### config.mk
export PLATFORM = sky130hd
export DESIGN_NAME = gpio_irq_summary
export DESIGN_NICKNAME = d
export VERILOG_FILES = /design/src/rtl/gpio_irq_summary_pkg.sv /design/src/rtl/gpio_pin_grouper.sv /design/src/rtl/gpio_sum_readmux.sv /design/src/rtl/gpio_irq_summary.sv
export SDC_FILE = /design/constraint.sdc
export NUM_CORES = 1
export LEC_CHECK = 0
export CAP_MARGIN = 20
export CORE_MARGIN = 2
export CORE_UTILIZATION = 32
export CTS_CLUSTER_DIAMETER = 100
export CTS_CLUSTER_SIZE = 10
export DETAILED_ROUTE_END_ITERATION = 12
export PLACE_DENSITY = 0.77
export SLEW_MARGIN = 0
export SYNTH_ARGS = -nofsm -noshare
export SYNTH_HDL_FRONTEND = slang
export SYNTH_SLANG_ARGS = --single-unit
### constraint.sdc
create_clock -name clk -period 1.3 [get_ports clk]
set_input_delay 0.195 -clock clk [delete_from_list [all_inputs] [get_ports clk]]
set_output_delay 0.195 -clock clk [all_outputs]
set_load 0.03 [all_outputs]
### src/rtl/gpio_irq_summary_pkg.sv
package gpio_irq_summary_pkg;
    localparam int REG_W       = 32;
    localparam int ADDR_W      = 4;
    localparam int GROUP_PINS  = 4;
    localparam logic [ADDR_W-1:0] ADDR_SUM_LO = 4'h0;
    localparam logic [ADDR_W-1:0] ADDR_SUM_HI = 4'h4;
    localparam logic [ADDR_W-1:0] ADDR_CTRL   = 4'h8;
    localparam int EOI_POS     = 8;
endpackage

### src/rtl/gpio_pin_grouper.sv
module gpio_pin_grouper #(
    parameter int NPINS = 184,
    parameter int GRP   = 4,
    localparam int NSUM = (NPINS + GRP - 1) / GRP
) (
    input  logic [NPINS-1:0] pend_i,
    output logic [NSUM-1:0]  sum_o
);
    for (genvar k = 0; k < NSUM; k++) begin : g_grp
        always_comb begin
            sum_o[k] = 1'b0;
            for (int j = 0; j < GRP; j++) begin
                if (k * GRP + j < NPINS) sum_o[k] = sum_o[k] | pend_i[k * GRP + j];
            end
        end
    end
endmodule

### src/rtl/gpio_sum_readmux.sv
module gpio_sum_readmux
    import gpio_irq_summary_pkg::*;
#(
    parameter int NSUM = 46
) (
    input  logic [NSUM-1:0]   sum_i,
    input  logic [ADDR_W-1:0] addr_i,
    output logic [REG_W-1:0]  rdata_o
);
    always_comb begin
        rdata_o = '0;
        if (addr_i == ADDR_SUM_LO) begin
            for (int i = 0; i < REG_W; i++) begin
                if (i < NSUM) rdata_o[i] = sum_i[i];
            end
        end else if (addr_i == ADDR_SUM_HI) begin
            for (int i = 0; i < REG_W; i++) begin
                if (i + REG_W < NSUM) rdata_o[i] = sum_i[i + REG_W];
            end
        end
    end
endmodule

### src/rtl/gpio_irq_summary.sv
module gpio_irq_summary
    import gpio_irq_summary_pkg::*;
#(
    parameter int NPINS = 184
) (
    input  logic              clk,
    input  logic              rst_n,
    input  logic [NPINS-1:0]  pend_i,
    input  logic              wr_en_i,
    input  logic [ADDR_W-1:0] addr_i,
    input  logic [REG_W-1:0]  wdata_i,
    output logic [REG_W-1:0]  rdata_o,
    output logic              irq_o
);
    localparam int NSUM = (NPINS + GROUP_PINS - 1) / GROUP_PINS;

    typedef struct packed {
        logic [NSUM-1:0] sum;
        logic [NSUM-1:0] seen;
        logic            irq;
    } st_t;

    st_t             st_d, st_q;
    logic [NSUM-1:0] grp_sum;
    logic [NSUM-1:0] fresh;
    logic            eoi;
    logic            unused_wdata;

    gpio_pin_grouper #(.NPINS(NPINS), .GRP(GROUP_PINS)) u_grp (
        .pend_i (pend_i),
        .sum_o  (grp_sum)
    );

    gpio_sum_readmux #(.NSUM(NSUM)) u_rd (
        .sum_i   (st_q.sum),
        .addr_i  (addr_i),
        .rdata_o (rdata_o)
    );

    assign eoi          = wr_en_i && (addr_i == ADDR_CTRL) && wdata_i[EOI_POS];
    assign unused_wdata = ^{wdata_i[REG_W-1:EOI_POS+1], wdata_i[EOI_POS-1:0]};

    always_comb begin
        st_d     = st_q;
        st_d.sum = grp_sum;
        fresh    = st_q.sum & ~st_q.seen;
        if (eoi) begin
            st_d.irq  = 1'b0;
            st_d.seen = '0;
        end else begin
            st_d.irq  = st_q.irq | (|fresh);
            st_d.seen = st_q.sum;
        end
    end

    always_ff @(posedge clk or negedge rst_n) begin
        if (!rst_n) st_q <= '0;
        else        st_q <= st_d;
    end

    assign irq_o = st_q.irq;
endmodule

==> run summary <==
status -> finished with violations
failing checks -> setup timing
initial antenna violation count -> 1
detailed placer's ending HPWL -> 8940 µm
fin crit share -> 122%
placed cell count -> 703
CTS Buffer Depth -> 2
Routed wire per std cell -> 17.2 µm
CP max-delay cell -> dfrtp_1
Worst-Margin Slew -> 0.359 ns
Root Driver -> clkbuf_16
most instantiated cells after synthesis -> 93 x dfrtp_1, 64 x and2_1, 46 x or4_1
TritonCTS clock tree -> done
count leader, synth -> dfrtp_1
Worst R2R Start -> st_q[52]$_DFF_PN0_
Critical Path RT -> 1.52 ns
starting density of the core -> 32.5%
R2R depth -> 5
height of the chip -> 111 µm
Startpoint Class -> register
Via density -> 4.78
First DRT Iteration DRCs -> 72
VDD IR-drop max -> 0.000727 V
first-pass GRT wire length -> 19500 µm
crit path max fanout -> 2
clock-pin slew of the registers on the worst-case setup and hold paths -> 0.06 ns
top cell type's share of synthesized area -> 63.2%
global route total overflow -> 0
unrepaired setup endpoints after global routing -> true
#FFs+latches synth -> 93
Core Region -> 11300 µm²
Clock H-tree levels -> 3
Area contributors post-synth -> dfrtp_1 63%, and2_1 11%, or4_1 9.4%
Worst setup EP type -> register
syn nets -> 515
Seq/Total Area, Yosys -> 63.2%
number of synthesized flops with an enable pin -> 0
Chip Width -> 111 µm
Design Power -> 7000 µW
Slew Limit Fails -> 0
Worst R2R Setup Slack -> -0.28 ns
vias in the first global route -> 4045
post-route ant nets -> 0
final critical-path required period -> 1.58 ns
Max Clock Skew -> 0.00547 ns
via count -> 3503
peak per-stage delay on the critical path -> 0.38 ns
Num Clock Sinks -> 93
IO Pins -> 256
CP Buf/Inv Count -> 1
CP Class -> reg -> reg
ys async rst share -> 100%
Synth Flop Type -> dfrtp_1
Synth Warn # -> 0
Overall Global Routing Usage -> 20.2%
drc violations -> 0
final setup vio count -> 33
total placed instance area -> 6500 µm²
clock buffer count from CTS -> 9
Layout Cells excl Fill -> 733
Worst-Skew Late Latency -> 0.34 ns
Cell variety after synth -> 17
share of cells above drive strength 1 -> 28.1%
Pleak -> 0.00302 µW
Final Hold Viols -> 0
Slew headroom -> 75.5%
design area -> 7510 µm²
Max-Cap Viols -> 0
maximum number of pins on one net before global-route repair -> 48
FP Rows -> 39
Final GP Congestion -> 0.732
Final Core Density -> 66.4%
dpl ws -> -0.672 ns
routed wire length -> 12600 µm
Diodes inserted -> 0
Synth Instances -> 292
pwr dens -> 932 nW/µm²
HP Class -> in -> async
Netlist Area Pre-Place -> 3680 µm²
maximum clock frequency -> 632 MHz
arrival time at the worst endpoint -> 1.80 ns
critical path's top delay family -> compound AO/OA/AOI/OAI gates
PortBufs -> 224
top cell type by total area after synthesis -> dfrtp_1
CP Cell Sequence -> nor2b_4, a2111oi_4, buf_4, nand4_1, o31a_1
Die ar. -> 12400 µm²
setup ws final -> -0.282 ns
Avg Cell Area, Syn -> 12.6 µm²
Area growth, synth to finish -> 104%
drt pass-1 iters -> 4
R2R Path End -> irq_o$_DFF_PN0_
final net count -> 808
state kept, by name, indices dropped and copies added (netlist names):
signal	flops
st_q	92
irq_o	1
timing repair:
action / in CTS / in global routing
cloned: 4 / 3
resized for setup: 143 / 8
setup endpoints to repair: 79 / 79
pin swaps: 20 / 17
hold endpoints to repair: 93 / 0
setup buffers: 6 / 1
hold buffers: 1 / 0
how the worst max path moves through the flow:
stage	from	to	slack, ns	depth (start not counted)
after floorplan	st_q[78]$_DFF_PN0_	irq_o$_DFF_PN0_	-0.06	4
after global placement	st_q[81]$_DFF_PN0_	irq_o$_DFF_PN0_	-0.60	5
after detailed placement	st_q[81]$_DFF_PN0_	irq_o$_DFF_PN0_	-0.67	5
after CTS	st_q[52]$_DFF_PN0_	irq_o$_DFF_PN0_	-0.31	5
after global routing	st_q[82]$_DFF_PN0_	irq_o$_DFF_PN0_	-0.36	5
final	st_q[52]$_DFF_PN0_	irq_o$_DFF_PN0_	-0.28	5
placed cells by master (no fill, tap or decap), drive strengths merged:
master,netlist,routed
or4,46,46
bufinv,0,2
dfrtp,93,93
a222oi,1,1
clkbuf,3,13
clkinv,0,4
nand4,3,3
inv,14,14
a22o,14,14
o31a,1,1
dlymetal6s2s,0,2
or3,1,1
buf,6,101
nor4,1,1
and2,64,64
nor2b,32,32
a2111oi,11,11
dlygate4sd3,0,1
nor4b,1,1
nand4b,1,1
clkdlybuf4s50,0,184
cells by family after synthesis:
logic type | after synthesis | synth area share (%)
and+or+nand+nor | 149 | 27.3
DFF | 93 | 63.2
AOI/OAI and AO/OA | 27 | 6.45
buffers and inverters | 23 | 3.06
cell type report:
cell class | count | area [µm²]
multi-input combinational | 176 | 1540
clock inverter | 6 | 87.6
inverter | 14 | 52.6
timing repair buffer | 291 | 3100
tap | 143 | 179
sequential | 93 | 2330
clock buffer | 10 | 229
fill | 841 | 3810
metrics by stage:
stage          setup TNS, ns  hold WS (ns)
2_1_floorplan        -0.0569        -0.101
3_3_place_gp          -37.16        0.0409
3_5_place_dp          -40.31        0.0417
4_1_cts                -4.36         0.228
5_1_grt                -5.74         0.247
6_report               -4.01         0.244
power breakdown:
| part | switching, µW | total [µW] | internal [µW] |
|---|---|---|---|
| sequential | 42.8 | 3020 | 2980 |
| clock | 1070 | 2750 | 1680 |
| combinational | 379 | 1230 | 849 |
per-layer routing:
layer	global-route usage [%]	share of wire, %
met4	6.83	2.3
met1	20.2	35
met3	5.85	5.6
met5	0	0
met2	39.7	57
Note: power is estimated with default switching activity, not from simulation.
